File: src/rtl/err_sev_pkg.sv
package err_sev_pkg;
   typedef enum logic [1:0] {
      ST_NORMAL = 2'd0,
      ST_ALARM  = 2'd1,
      ST_FAULT  = 2'd2
   } ctl_state_e;

   localparam logic [1:0] SEV_CRIT    = 2'b00;
   localparam logic [1:0] SEV_RSVD    = 2'b01;
   localparam logic [1:0] SEV_NONCRIT = 2'b10;
   localparam logic [1:0] SEV_NOTIF   = 2'b11;
endpackage

File: src/rtl/err_sev_cfg.sv
module err_sev_cfg
   import err_sev_pkg::*;
#(
   parameter int         N_SRC     = 8,
   parameter int         IDXW      = 3,
   parameter logic [1:0] RST_SEV   = SEV_NOTIF,
   parameter bit         RST_FLOAT = 1'b0
) (
   input  logic             clk,
   input  logic             rst_n,
   input  logic             cfg_we,
   input  logic [IDXW-1:0]  cfg_idx,
   input  logic [1:0]       cfg_sev,
   input  logic             cfg_float,
   input  logic [N_SRC-1:0] err_in,
   output logic             crit_hit,
   output logic             ncrit_hit,
   output logic             notif_hit,
   output logic             float_hit,
   output logic [N_SRC-1:0] ncrit_mask
);
   logic [N_SRC-1:0] crit_v, ncrit_v, notif_v, float_v;

   for (genvar g = 0; g < N_SRC; g++) begin : g_src
      logic [1:0] sev_q;
      logic       flt_q;
      logic       sel;

      assign sel = cfg_we && (cfg_idx == IDXW'(g));

      always_ff @(posedge clk or negedge rst_n) begin
         if (!rst_n) begin
            sev_q <= RST_SEV;
            flt_q <= RST_FLOAT;
         end else if (sel) begin
            sev_q <= cfg_sev;
            flt_q <= cfg_float;
         end
      end

      assign crit_v[g]     = err_in[g] && (sev_q == SEV_CRIT);
      assign ncrit_v[g]    = err_in[g] && (sev_q == SEV_NONCRIT);
      assign notif_v[g]    = err_in[g] && (sev_q == SEV_NOTIF);
      assign float_v[g]    = flt_q && (ncrit_v[g] || notif_v[g]);
      assign ncrit_mask[g] = (sev_q == SEV_NONCRIT);
   end

   assign crit_hit  = |crit_v;
   assign ncrit_hit = |ncrit_v;
   assign notif_hit = |notif_v;
   assign float_hit = |float_v;
endmodule

File: src/rtl/err_sev_flags.sv
module err_sev_flags #(
   parameter int N_SRC = 8
) (
   input  logic             clk,
   input  logic             rst_n,
   input  logic [N_SRC-1:0] err_in,
   input  logic             clr_we,
   input  logic [N_SRC-1:0] clr_mask,
   input  logic             crit_hit,
   input  logic             ncrit_hit,
   input  logic             notif_hit,
   output logic [N_SRC-1:0] esf,
   output logic             sum_crit,
   output logic             sum_noncrit,
   output logic             sum_notif
);
   logic [N_SRC-1:0] clr_eff;

   assign clr_eff = clr_we ? clr_mask : '0;

   always_ff @(posedge clk or negedge rst_n) begin
      if (!rst_n) begin
         esf         <= '0;
         sum_crit    <= 1'b0;
         sum_noncrit <= 1'b0;
         sum_notif   <= 1'b0;
      end else begin
         esf         <= (esf & ~clr_eff) | err_in;
         sum_crit    <= sum_crit    | crit_hit;
         sum_noncrit <= sum_noncrit | ncrit_hit;
         sum_notif   <= sum_notif   | notif_hit;
      end
   end

   AST_ESF_SET: assert property (@(posedge clk) disable iff (!rst_n)
      (|err_in) |=> ((esf & $past(err_in)) == $past(err_in)));
   AST_CRIT_STICKY: assert property (@(posedge clk) disable iff (!rst_n)
      sum_crit |=> sum_crit);
endmodule

File: src/rtl/err_sev_fsm.sv
module err_sev_fsm
   import err_sev_pkg::*;
(
   input  logic       clk,
   input  logic       rst_n,
   input  logic       crit_flag,
   input  logic       crit_hit,
   input  logic       ncrit_hit,
   input  logic       float_hit,
   input  logic       ncrit_pending,
   output ctl_state_e state_q,
   output logic       rst_req,
   output logic       rst_flag,
   output logic       hb_en,
   output logic       io_float,
   output logic       irq
);
   ctl_state_e state_d;

   always_comb begin
      state_d = state_q;
      if (state_q != ST_FAULT) begin
         if (crit_flag)
            state_d = ST_FAULT;
         else if (crit_hit)
            state_d = state_q;
         else if (ncrit_hit)
            state_d = ST_ALARM;
         else if ((state_q == ST_ALARM) && !ncrit_pending)
            state_d = ST_NORMAL;
      end
   end

   always_ff @(posedge clk or negedge rst_n) begin
      if (!rst_n) begin
         state_q  <= ST_NORMAL;
         rst_flag <= 1'b0;
         io_float <= 1'b0;
      end else begin
         state_q  <= state_d;
         rst_flag <= rst_flag | (state_d == ST_FAULT);
         io_float <= io_float | float_hit | (state_d == ST_FAULT);
      end
   end

   assign rst_req = (state_q == ST_FAULT);
   assign hb_en   = (state_q != ST_FAULT);
   assign irq     = (state_q == ST_ALARM);

   AST_STATE_LEGAL: assert property (@(posedge clk) disable iff (!rst_n)
      state_q != 2'd3);
   AST_FAULT_HOLD: assert property (@(posedge clk) disable iff (!rst_n)
      (state_q == ST_FAULT) |=> (state_q == ST_FAULT));
   AST_FAULT_FLOAT: assert property (@(posedge clk) disable iff (!rst_n)
      (state_q == ST_FAULT) |-> (io_float && rst_flag));
   AST_FLOAT_HOLD: assert property (@(posedge clk) disable iff (!rst_n)
      io_float |=> io_float);
endmodule

File: src/rtl/err_sev_ctrl.sv
module err_sev_ctrl
   import err_sev_pkg::*;
#(
   parameter int         N_SRC     = 8,
   parameter int         IDXW      = (N_SRC > 1) ? $clog2(N_SRC) : 1,
   parameter logic [1:0] RST_SEV   = SEV_NOTIF,
   parameter bit         RST_FLOAT = 1'b0
) (
   input  logic             clk,
   input  logic             rst_n,
   input  logic [N_SRC-1:0] err_in,
   input  logic             cfg_we,
   input  logic [IDXW-1:0]  cfg_idx,
   input  logic [1:0]       cfg_sev,
   input  logic             cfg_float,
   input  logic             clr_we,
   input  logic [N_SRC-1:0] clr_mask,
   output logic [N_SRC-1:0] esf,
   output logic             sum_crit,
   output logic             sum_noncrit,
   output logic             sum_notif,
   output logic [1:0]       state,
   output logic             rst_req,
   output logic             rst_flag,
   output logic             hb_en,
   output logic             io_float,
   output logic             irq
);
   localparam int MIN_IDXW = (N_SRC > 1) ? $clog2(N_SRC) : 1;

   if (N_SRC < 1 || N_SRC > 64) begin : g_bad_n
      $error("err_sev_ctrl: N_SRC must be 1..64");
   end
   if (IDXW < MIN_IDXW) begin : g_bad_idx
      $error("err_sev_ctrl: IDXW too narrow for N_SRC");
   end

   logic             crit_hit, ncrit_hit, notif_hit, float_hit;
   logic [N_SRC-1:0] ncrit_mask;
   ctl_state_e       st;

   err_sev_cfg #(
      .N_SRC(N_SRC), .IDXW(IDXW), .RST_SEV(RST_SEV), .RST_FLOAT(RST_FLOAT)
   ) u_cfg (
      .clk(clk), .rst_n(rst_n), .cfg_we(cfg_we), .cfg_idx(cfg_idx),
      .cfg_sev(cfg_sev), .cfg_float(cfg_float), .err_in(err_in),
      .crit_hit(crit_hit), .ncrit_hit(ncrit_hit), .notif_hit(notif_hit),
      .float_hit(float_hit), .ncrit_mask(ncrit_mask)
   );

   err_sev_flags #(.N_SRC(N_SRC)) u_flags (
      .clk(clk), .rst_n(rst_n), .err_in(err_in), .clr_we(clr_we),
      .clr_mask(clr_mask), .crit_hit(crit_hit), .ncrit_hit(ncrit_hit),
      .notif_hit(notif_hit), .esf(esf), .sum_crit(sum_crit),
      .sum_noncrit(sum_noncrit), .sum_notif(sum_notif)
   );

   err_sev_fsm u_fsm (
      .clk(clk), .rst_n(rst_n), .crit_flag(sum_crit), .crit_hit(crit_hit),
      .ncrit_hit(ncrit_hit), .float_hit(float_hit),
      .ncrit_pending(|(esf & ncrit_mask)), .state_q(st),
      .rst_req(rst_req), .rst_flag(rst_flag), .hb_en(hb_en),
      .io_float(io_float), .irq(irq)
   );

   assign state = st;

   AST_CRIT_TO_FAULT: assert property (@(posedge clk) disable iff (!rst_n)
      sum_crit |=> (state == 2'd2));
   AST_ALARM_FLAG: assert property (@(posedge clk) disable iff (!rst_n)
      (state == 2'd1) |-> (sum_noncrit && irq));
   AST_FAULT_OUTS: assert property (@(posedge clk) disable iff (!rst_n)
      (state == 2'd2) |-> (rst_req && !hb_en && io_float));
endmodule

File: config.mk
export PLATFORM = sky130hd
export DESIGN_NAME = err_sev_ctrl
export DESIGN_NICKNAME = d
export VERILOG_FILES = /design/src/rtl/err_sev_pkg.sv /design/src/rtl/err_sev_cfg.sv /design/src/rtl/err_sev_flags.sv /design/src/rtl/err_sev_fsm.sv /design/src/rtl/err_sev_ctrl.sv
export SDC_FILE = /design/constraint.sdc
export NUM_CORES = 1
export LEC_CHECK = 0
export BUFFER_PORTS_ARGS = -buffer_cell sky130_fd_sc_hd__buf_2
export CELL_PAD_IN_SITES_DETAIL_PLACEMENT = 0
export CELL_PAD_IN_SITES_GLOBAL_PLACEMENT = 1
export CORE_UTILIZATION = 35
export CTS_CLUSTER_DIAMETER = 80
export CTS_CLUSTER_SIZE = 30
export DETAILED_ROUTE_END_ITERATION = 16
export PLACE_DENSITY = 0.77
export SETUP_SLACK_MARGIN = 0.15
export SLEW_MARGIN = 20
export SYNTH_ARGS = -nofsm -noshare
export SYNTH_HDL_FRONTEND = slang
export SYNTH_SLANG_ARGS = --single-unit
File: constraint.sdc
create_clock -name clk -period 2.5 [get_ports clk]
set_input_delay 0 -clock clk [delete_from_list [all_inputs] [get_ports clk]]
set_output_delay 0 -clock clk [all_outputs]
set_load 0.05 [all_outputs]
==> metrics.cfg, run 1 <==
[status]
status=complete, no violations

[pwr]
p_clk_share_pct=34.0
power_frac_comb_pct=18.1
p_per_area_nw_per_um2=766
power_leakage_uw=0.000966
vdd_drop_max_v=0.000343
switching_share_pct=27.8
p_seq_share_pct=47.9
p_switching_uw=514
intPower_uw=1340

[clock_tree]
clock-sinks=39
root_buffer=clkbuf_8
clkLatencyLatePin_ns=0.30
cts_setup_buffers=0
path_clk_slew_ns=0.08
tritoncts=done
clockBufferDepth=2
cts-htree-levels=2
cts_buffers=5

[timing]
fin_crit_ns=1.75
setup_viol=0
rsz0062_at_grt=no
fin_tns_setup_ns=0
tightestPinTransition_ns=0.869
timing.final.crit_share_pct=70.2
timing.fmax_mhz=570
fin_skew_ns=0.00189
hold_violations=0
drv_slew=0
slew_headroom_pct=42.1

[global_route]
overflow=0
grtUsageTotal_pct=19.1
antenna_found_initial=0
grt_pass1_wl_um=7470
grt_pass1_vias=1505
grt_start_max_net_pins=40

[worst_setup_path]
crit_path_max_incr_delay_ns=0.58
reg2reg_depth=5
cpMaxStageDelayCell=dfstp_2
critPathKind=reg -> reg
cp-startpoint=u_cfg.g_src[2].sev_q[1]
path_max_fanout=6
critPathArrivalTime_ns=1.94
worstPathCellList=nor2_1 -> a22oi_1 -> nand2_1 -> or3_1 -> a211o_1
endpoint_kind=flop
cp-start-kind=flop
crit_required_ns=2.69
cp_num_cells=5
r2r-end=u_fsm.state_q[1]
worst-path-buf-inv=0
r2r-start=u_cfg.g_src[2].sev_q[1]
cp_top_family=flip-flops
endpoint=u_fsm.state_q[1]
r2r_slack_ns=0.75

[die]
die_height_um=73.9
fp.dieW_um=73.9
row_count=25
pin_count=44
dieArea_um2=5470
coreArea_um2=4850
start_util_pct=37.4

[flow_run]
drv_cap=0

[route]
drc_errors=0
drtIter0Drc=85
wire_per_inst_um=15.9
vias=1545
routed_via_density=5.22
postRouteAntennaNets=0
first_pass_iters=4
routed_wl_um=4700

[synth]
yosysWarnings=0
synthDistinctLibCells=27
yosysMostFrequentCell=nand2_1
synth_seq_cells=39
synthArstFlopShare_pct=100
synth_edf_count=0
synth_area_um2=1810
post-synth-top-area-cell=dfrtp_1
synth_common_cells=nand2_1 (26), mux2_2 (24), dfrtp_1 (23)
syn_nets=188
ys.flop_type=dfrtp_1
post_synth.cell_area_avg_um2=11.2
yosysTopAreaCellShare_pct=31.8
netlist_instances=162
ys_seq_area_share_pct=55.0
yosys-top-cells-area=dfrtp_1 (32%), dfstp_2 (23%), mux2_2 (15%)

[layout]
area_growth_pct=33.4
finalNetCount=254
drive_gt1_share_pct=40.6
final_area_um2=2420
num-fill-cells=481
diodes=0

[placement]
port_buffers=43
placed_cell_area_um2=2110
gp_congestion=0.851
hpwl_um=3360

[hold_path]
holdCritPathClass=in -> reg

## worst min-delay path by stage
stage / from / to / depth (start not counted)
CTS: cfg_float / u_cfg.g_src[3].flt_q / 2
finish: cfg_float / u_cfg.g_src[3].flt_q / 2
global placement: rst_n / u_cfg.g_src[3].flt_q / 1
global route: cfg_float / u_cfg.g_src[3].flt_q / 2
floorplan: rst_n / u_cfg.g_src[0].flt_q / 0
detailed placement: rst_n / u_cfg.g_src[3].flt_q / 1
## cell families (layout without fill, tap and decap cells)
kind of cell | count (synthesis) | count (layout) | share of synthesized area [%]
AO/OA/AOI/OAI | 27 | 27 | 10.6
buffers and inverters | 2 | 69 | 0.414
multiplexers | 24 | 24 | 14.9
flip-flops | 39 | 39 | 55.0
AND/OR/NAND/NOR | 70 | 70 | 19.1
## state kept, by name, indices dropped and copies added (netlist names)
| register | cells |
|---|---|
| u_cfg.g_src.sev_q | 16 |
| u_flags.esf | 8 |
| u_flags.sum_noncrit | 1 |
| u_flags.sum_crit | 1 |
| u_fsm.state_q | 2 |
| u_fsm.rst_flag | 1 |
| u_cfg.g_src.flt_q | 8 |
| u_fsm.io_float | 1 |
| u_flags.sum_notif | 1 |
## area by class of cell
class | instances | area, µm² | area share [%]
clock buffer | 5 | 68.8 | 2.85
clock inverter | 3 | 67.6 | 2.80
inverter | 1 | 3.75 | 0.155
multi-input combinational | 121 | 811 | 33.6
sequential | 39 | 996 | 41.2
tap | 67 | 83.8 | 3.47
timing repair buffer | 60 | 385 | 16.0
## power groups by stage
stage / clock network [µW] / logic (µW) / registers [µW]
5_1_grt: 670 / 372 / 901
3_3_place_gp: 0 / 311 / 888
3_5_place_dp: 0 / 313 / 893
4_1_cts: 641 / 338 / 881
2_1_floorplan: 0 / 189 / 883
6_report: 630 / 335 / 887
## layer usage
layer | vias to the layer above | part of all wire, % | track usage [%]
li1 | 729 | - | -
met1 | 760 | 47 | 26.6
met2 | 51 | 45 | 28.6
met3 | 5 | 5.9 | 5.42
met4 | 0 | 1.1 | 6.41
met5 | - | 0 | 0
## repair_timing
action                    CTS  global route
hold buffers               17             0
hold endpoints to repair   31             0
gates resized for setup     0             0
## layout by cell type (no fill, tap or decap), drive strengths merged, types with 2 or more instances in the layout
cell         instances
a311oi               3
bufinv               2
nand4                5
clkbuf               5
nand4b               3
dlygate4sd3         17
a22oi                4
dfstp               16
or3                  4
nand3               12
buf                 43
nand2               26
dfrtp               23
nor3                 2
nand2b               3
o22ai                6
mux2                24
nor3b                2
o21ai                3
a21o                 8
nor2                 9
## metrics by stage
stage	worst slack (ns)	utilization (%)	std cells	hold slack, ns	total power, µW
after floorplan	0.411	-	162	-0.296	1070
after global placement	0.810	43.5	271	0.158	1200
after detailed placement	0.795	43.5	271	0.160	1210
after CTS	0.768	49.8	296	0.0576	1860
after global routing	0.677	49.8	296	0.0609	1940
final	0.745	49.8	296	0.0626	1850
No activity file was read; power rests on OpenSTA's default activity.
==> run 2, diff against run 1 <==
- ABC_AREA: unset -> 1
- PLACE_DENSITY: 0.77 -> 0.83
- clock period: 2.5 -> 1.45 ns (I/O delays scaled with it)
==> run 2 against run 1 <==
  * Final cell count is 27% higher
  * Clock power is 14% higher
  * Register-to-register slack worse by 0.61 ns
  * Sequential power is 62% higher
  * Clock-buffer cell count is 2 higher
  * Combinational power is 110% higher
  * Setup slack worse by 0.61 ns
  * Core utilization is 0.88 points higher
  * Largest power group unchanged
  * Non-clock buffer count is 10 higher
==> metrics.cfg, run 2 <==
[status]
status=complete, no violations

[worst_setup_path]
worstPathCellList=inv_2 -> nand3_1 -> nand2_2 -> nor2_2 -> nand4_2 -> or2_1
crit_path_max_incr_delay_ns=0.56  ; -0.02 ns
r2r-end=u_flags.sum_noncrit
crit_required_ns=1.63  ; -1.06 ns
cp_top_family=simple AND/OR/NAND/NOR gates
critPathArrivalTime_ns=1.50  ; -0.44 ns
cp_num_cells=6  ; +1
endpoint=u_flags.sum_noncrit
reg2reg_depth=6  ; +1
endpoint_kind=flop
cpMaxStageDelayCell=dfstp_2
r2r-start=u_cfg.g_src[3].sev_q[0]
path_max_fanout=3  ; -3
cp-startpoint=u_cfg.g_src[3].sev_q[0]
critPathKind=reg -> reg
cp-start-kind=flop
worst-path-buf-inv=1  ; +1
r2r_slack_ns=0.13  ; -0.61 ns

[die]
pin_count=44  ; unchanged
die_height_um=74.9  ; +1.3%
row_count=26  ; +4.0%
start_util_pct=36.5  ; -0.92 points
dieArea_um2=5620  ; +2.7%
fp.dieW_um=74.9  ; +1.3%
coreArea_um2=5110  ; +5.3%

[synth]
synth-adder-area-share_pct=0  ; unchanged
synthArstFlopShare_pct=100  ; unchanged
syn_nets=254  ; +35%
synthDistinctLibCells=26  ; -3.7%
synth-compound-area-share_pct=11.1  ; +0.45 points
yosys.area_share.simple_pct=29.8  ; +11 points
yosys-top-cells-area=dfrtp_1 (31%), dfstp_2 (23%), nand2_1 (13%)
synth_common_cells=nand2_1 (64), nand3_1 (29), dfrtp_1 (23), inv_1 (23), o21ai_0 (22)
yosysTopAreaCellShare_pct=30.9  ; -0.85 points
synth_edf_count=0  ; unchanged
ys.flop_type=dfrtp_1
post_synth.cell_area_avg_um2=8.17  ; -27%
netlist_instances=228  ; +41%
ys_seq_area_share_pct=53.5  ; -1.5 points
yosysWarnings=0  ; unchanged
synth_seq_cells=39  ; unchanged
synth_area_um2=1860  ; +2.8%
post-synth-top-area-cell=dfrtp_1
yosysMostFrequentCell=nand2_1
synth-xor-area-share_pct=0  ; unchanged
synth_top_family_by_area=simple AND/OR/NAND/NOR gates
synth.mux.area_fraction_pct=0  ; -15 points

[layout]
largest-register=u_cfg.g_src.sev_q
diodes=0  ; unchanged
final_common_cell=nand2_1
drive_gt1_share_pct=35.7  ; -4.9 points
num-fill-cells=503  ; +4.6%
finalNetCount=330  ; +30%
instances_no_fill=375  ; +27%
final_cell_mix=nand2_1 (60), buf_2 (43), nand3_1 (22), o21ai_0 (22), dfrtp_1 (21)
final_area_um2=2590  ; +7.2%
largest_reg_flops=16  ; unchanged
reg_top3=u_cfg.g_src.sev_q x16, u_cfg.g_src.flt_q x8, u_flags.esf x8
area_growth_pct=39.1

[timing]
hold_violations=0  ; unchanged
slew_headroom_pct=72.7  ; +31 points
holdWs_ns=0.0168  ; -0.0458 ns
timing.final.crit_share_pct=90.9  ; +21 points
timing.fmax_mhz=759  ; +33%
setup_viol=0  ; unchanged
fin_crit_ns=1.32  ; -0.437 ns
rsz0062_at_grt=yes
fin_skew_ns=0.00660  ; +0.00472 ns
worst_slack_ns=0.132  ; -0.613 ns
drv_slew=0  ; unchanged
tightestPinTransition_ns=0.410  ; -0.459 ns

[global_route]
grt_pass1_vias=1680  ; +12%
grtUsageTotal_pct=19.2  ; +0.18 points
grt_start_max_net_pins=24  ; -40%
grt_pass1_wl_um=7900  ; +5.7%
antenna_found_initial=0  ; unchanged
overflow=0  ; unchanged

[hold_path]
holdCritPathClass=in -> reg

[clock_tree]
clkLatencyLatePin_ns=0.29  ; about the same
clockBufferDepth=2  ; unchanged
tritoncts=done
cts_buffers=5  ; unchanged
root_buffer=clkbuf_8
clock-sinks=39  ; unchanged
cts-htree-levels=2  ; unchanged
path_clk_slew_ns=0.07  ; about the same

[route]
vias=1765  ; +14%
routed_wl_um=4800  ; +2.1%
drc_errors=0  ; unchanged
routed_via_density=4.71  ; -9.8%
drtIter0Drc=107  ; +26%
postRouteAntennaNets=0  ; unchanged
wire_per_inst_um=12.8  ; -19%
first_pass_iters=4  ; unchanged

[placement]
gp_congestion=0.791  ; -7.0%
hpwl_um=3570  ; +6.2%
place_ws_ns=0.117  ; -0.677 ns
port_buffers=43  ; unchanged
dp_cells=342  ; +26%
placed_cell_area_um2=2220  ; +5.4%

[pwr]
p_per_area_nw_per_um2=1110  ; +44%
vdd_drop_max_v=0.000406  ; +18%
power_leakage_uw=0.00116  ; +20%

[flow_run]
drv_cap=0  ; unchanged

==> run 2: cell count changes in the layout (fill, tap and decap cells not counted), moves of 10 or more <==
cell     previous run  this run
nand3_1            12        22
nand2_1            26        60
mux2_2             24         0
o21ai_0             3        22
inv_1               1        17
==> run 2: cell type report <==
cell class | count | area (µm²) | area share (%)
clock buffer | 7 | 76.3 | 2.95
multi-input combinational | 161 | 837 | 32.3
sequential | 39 | 998 | 38.6
clock inverter | 1 | 7.51 | 0.290
timing repair buffer | 70 | 475 | 18.4
inverter | 27 | 108 | 4.15
tap | 70 | 87.6 | 3.38
==> run 2: worst min-delay path by stage <==
stage	startpoint	depth (start not counted)	slack (ns)	end
after floorplan	rst_n	0	-0.30	u_cfg.g_src[0].flt_q
after global placement	rst_n	1	-0.05	u_flags.sum_noncrit
after global routing	clr_mask[1]	3	0.03	u_flags.esf[1]
final	clr_mask[1]	3	0.02	u_flags.esf[1]
after detailed placement	rst_n	1	-0.05	u_flags.sum_noncrit
after CTS	clr_mask[1]	3	0.01	u_flags.esf[1]
==> run 2: power by group <==
group,switching (µW),internal (µW),total [µW],leakage [µW]
sequential,142,1300,1440,0.000412
clock,381,340,721,0.0000385
combinational,403,301,703,0.000713
total,926,1940,2860,0.00116
==> run 2: cell families (layout without fill, tap and decap cells) <==
kind of cell           Yosys count  in the layout
AO/OA/AOI/OAI                   36             36
flip-flops                      39             39
AND/OR/NAND/NOR                125            125
buffers and inverters           28            105
==> run 2: metal layers <==
| layer | GRT usage (%) | wire [µm] | share of wire (%) |
|---|---|---|---|
| met3 | 4.02 | 186 | 3.9 |
| met4 | 6.29 | 52 | 1.1 |
| met2 | 31.4 | 2260 | 47 |
| met1 | 25.6 | 2300 | 48 |
| met5 | 0 | 0 | 0 |
==> run 2: worst reg2reg max path: stages, from the launching register on <==
cell	delay [ns]
dfstp_2	0.56
inv_2	0.05
nand3_1	0.08
nand2_2	0.07
nor2_2	0.13
nand4_2	0.11
or2_1	0.22
==> run 2: through the flow <==
stage / util (%) / TNS [ns] / total power, µW
2_1_floorplan: - / -0.152 / 1790
3_3_place_gp: 43.5 / 0 / 2000
3_5_place_dp: 43.5 / 0 / 2020
4_1_cts: 49.9 / 0 / 2830
5_1_grt: 50.7 / 0 / 3040
6_report: 50.7 / 0 / 2860
==> run 2: timing repair <==
item,4_1_cts,5_1_grt
setup buffers,6,1
pin swaps,6,10
gates resized for setup,7,11
setup endpoints to repair,2,4
endpoints found under the hold margin,37,0
hold buffers,18,0
==> run 3, diff against run 2 <==
- CORE_MARGIN: unset -> 2
- SLEW_MARGIN: 20 -> 5
- clock period: 1.45 -> 1.2 ns (I/O delays scaled with it)
==> run 3 against run 2 <==
  * Critical path type unchanged
  * Non-clock buffer count rose by 18
  * Fmax rose by 2.6%
  * Die area rose by 5.4%
  * Hold slack improved by 0.013 ns
  * Sequential share of layout area fell by 3.5 points
  * Critical endpoint unchanged
  * Setup slack got worse by 0.22 ns
  * Critical path depth did not move
  * The run now ends with negative setup slack left
  * Cell area rose by 10%
  * Global-route usage fell by 1.5 points
  * Routed wire length rose by 2.9%
  * Final cell count rose by 4.8%
==> metrics.cfg, run 3 (synthesis results as in run 2) <==
[die]
dieArea_um2=5920  ; +5.4%
row_count=26  ; unchanged
fp.dieW_um=76.9  ; +2.7%
start_util_pct=36.5  ; unchanged
coreArea_um2=5110  ; unchanged
die_height_um=76.9  ; +2.7%
pin_count=44  ; unchanged

[layout]
reg_top3=u_cfg.g_src.sev_q x16, u_cfg.g_src.flt_q x8, u_flags.esf x8
instances_no_fill=393  ; +4.8%
largest-register=u_cfg.g_src.sev_q
drive_gt1_share_pct=42.4  ; +6.7 points
final_common_cell=nand2_1
num-fill-cells=474  ; -5.8%
largest_reg_flops=16  ; unchanged
post-route-util_pct=55.8  ; +5.1 points
final_cell_mix=nand2_1 (57), buf_2 (39), buf_4 (26)
final_area_um2=2850  ; +10%
finalNetCount=348  ; +5.5%
area_growth_pct=53.1
diodes=0  ; unchanged

[route]
vias=1840  ; +4.2%
drc_errors=0  ; unchanged
routed_wl_um=4940  ; +2.9%
postRouteAntennaNets=0  ; unchanged
wire_per_inst_um=12.6  ; -1.8%
drtIter0Drc=77  ; -28%
first_pass_iters=5  ; +1
routed_via_density=4.68  ; -0.53%

[status]
status=finished with violations
violations=negative setup slack

[clock_tree]
clock-sinks=39  ; unchanged
cts-htree-levels=2  ; unchanged
clkLatencyLatePin_ns=0.29  ; about the same
root_buffer=clkbuf_8
cts_buffers=5  ; unchanged
path_clk_slew_ns=0.08  ; about the same
tritoncts=done
clockBufferDepth=2  ; unchanged

[global_route]
grt_pass1_wl_um=8370  ; +5.9%
grtUsageTotal_pct=17.8  ; -1.5 points
grt_start_max_net_pins=40  ; +67%
overflow=0  ; unchanged
grt_pass1_vias=1763  ; +4.9%
antenna_found_initial=0  ; unchanged

[worst_setup_path]
r2r-end=u_flags.sum_noncrit
path_max_fanout=3  ; unchanged
critPathArrivalTime_ns=1.46  ; -0.04 ns
cp-start-kind=flop
endpoint_kind=flop
crit_required_ns=1.38  ; -0.25 ns
reg2reg_depth=6  ; unchanged
r2r-start=u_cfg.g_src[0].sev_q[0]
r2r_slack_ns=-0.08  ; -0.22 ns
critPathKind=reg -> reg

[timing]
setup_viol=4  ; +4
tightestPinTransition_ns=0.364  ; -0.0454 ns
fin_tns_setup_ns=-0.276  ; -0.276 ns
timing.fmax_mhz=778  ; +2.6%
timing.final.crit_share_pct=107  ; +16 points
hold_violations=0  ; unchanged
slew_headroom_pct=75.6  ; +2.9 points
fin_crit_ns=1.28  ; -0.0334 ns
worst_slack_ns=-0.0846  ; -0.217 ns
rsz0062_at_grt=yes
fin_skew_ns=0.00262  ; -0.00398 ns
drv_slew=0  ; unchanged

[hold_path]
holdPathStages=3  ; unchanged
holdCritPathClass=in -> reg
hold_end=u_flags.esf[6]
min_from=err_in[6]

[pwr]
vdd_drop_max_v=0.000552  ; +36%
power_leakage_uw=0.00130  ; +12%
p_per_area_nw_per_um2=1410  ; +27%
power_uw=4010  ; +40%

[flow_run]
drv_cap=0  ; unchanged

[placement]
gp_congestion=0.814  ; +2.9%
dp_cells=359  ; +5.0%
hpwl_um=3510  ; -1.7%
placed_cell_area_um2=2360  ; +6.0%
port_buffers=43  ; unchanged

## run 3: layout make-up
| cell class | instances | area, µm² | area share [%] |
|---|---|---|---|
| clock buffer | 6 | 72.6 | 2.55 |
| inverter | 27 | 109 | 3.82 |
| sequential | 39 | 1000 | 35.1 |
| timing repair buffer | 88 | 647 | 22.7 |
| multi-input combinational | 161 | 875 | 30.7 |
| clock inverter | 2 | 60.1 | 2.11 |
| tap | 70 | 87.6 | 3.07 |
## run 3: where the power goes
part           switching (µW)  internal [µW]  leakage (µW)  total [µW]
Combinational             556            468      0.000826        1020
Clock                     460            831     0.0000654        1290
Sequential                136           1560      0.000412        1700
## run 3: worst max-delay path: stages, from the launching register on
cell and delay [ns]:
dfstp_2 0.57, inv_2 0.05, nand3_2 0.05, nand2_2 0.05, nor2_2 0.12, nand4_2 0.11, or2_1 0.22
## run 3: how the worst max path moves through the flow
stage / cells past startpoint / slack (ns) / endpoint / startpoint
floorplan: 6 / -0.40 / u_fsm.rst_flag / u_fsm.state_q[0]
global placement: 6 / -0.11 / u_flags.sum_noncrit / u_cfg.g_src[3].sev_q[0]
detailed placement: 6 / -0.12 / u_flags.sum_noncrit / u_cfg.g_src[3].sev_q[0]
CTS: 6 / -0.11 / u_flags.sum_noncrit / u_cfg.g_src[6].sev_q[0]
global route: 7 / -0.16 / u_fsm.state_q[0] / u_cfg.g_src[7].sev_q[1]
finish: 6 / -0.08 / u_flags.sum_noncrit / u_cfg.g_src[0].sev_q[0]
## run 3: routing by layer
| layer | track usage (%) | up-vias | wire [µm] |
|---|---|---|---|
| met4 | 4.36 | 0 | 44 |
| met2 | 29.6 | 42 | 2370 |
| li1 | - | 929 | - |
| met1 | 23.5 | 863 | 2340 |
| met5 | 0 | - | 0 |
| met3 | 3.88 | 6 | 174 |
## run 3: what timing repair did
item / in CTS / in global routing
endpoints found under the setup margin: 11 / 10
resized for setup: 22 / 16
pin swaps: 14 / 15
setup buffers: 4 / 4
hold endpoints to repair: 50 / 0
hold buffers: 18 / 0
## run 3: stage by stage
| stage | setup WS (ns) | hold slack (ns) |
|---|---|---|
| CTS | -0.110 | 0.0232 |
| detailed placement | -0.118 | -0.0169 |
| floorplan | -0.402 | -0.296 |
| global route | -0.161 | 0.0335 |
| global placement | -0.109 | -0.0189 |
| finish | -0.0846 | 0.0295 |
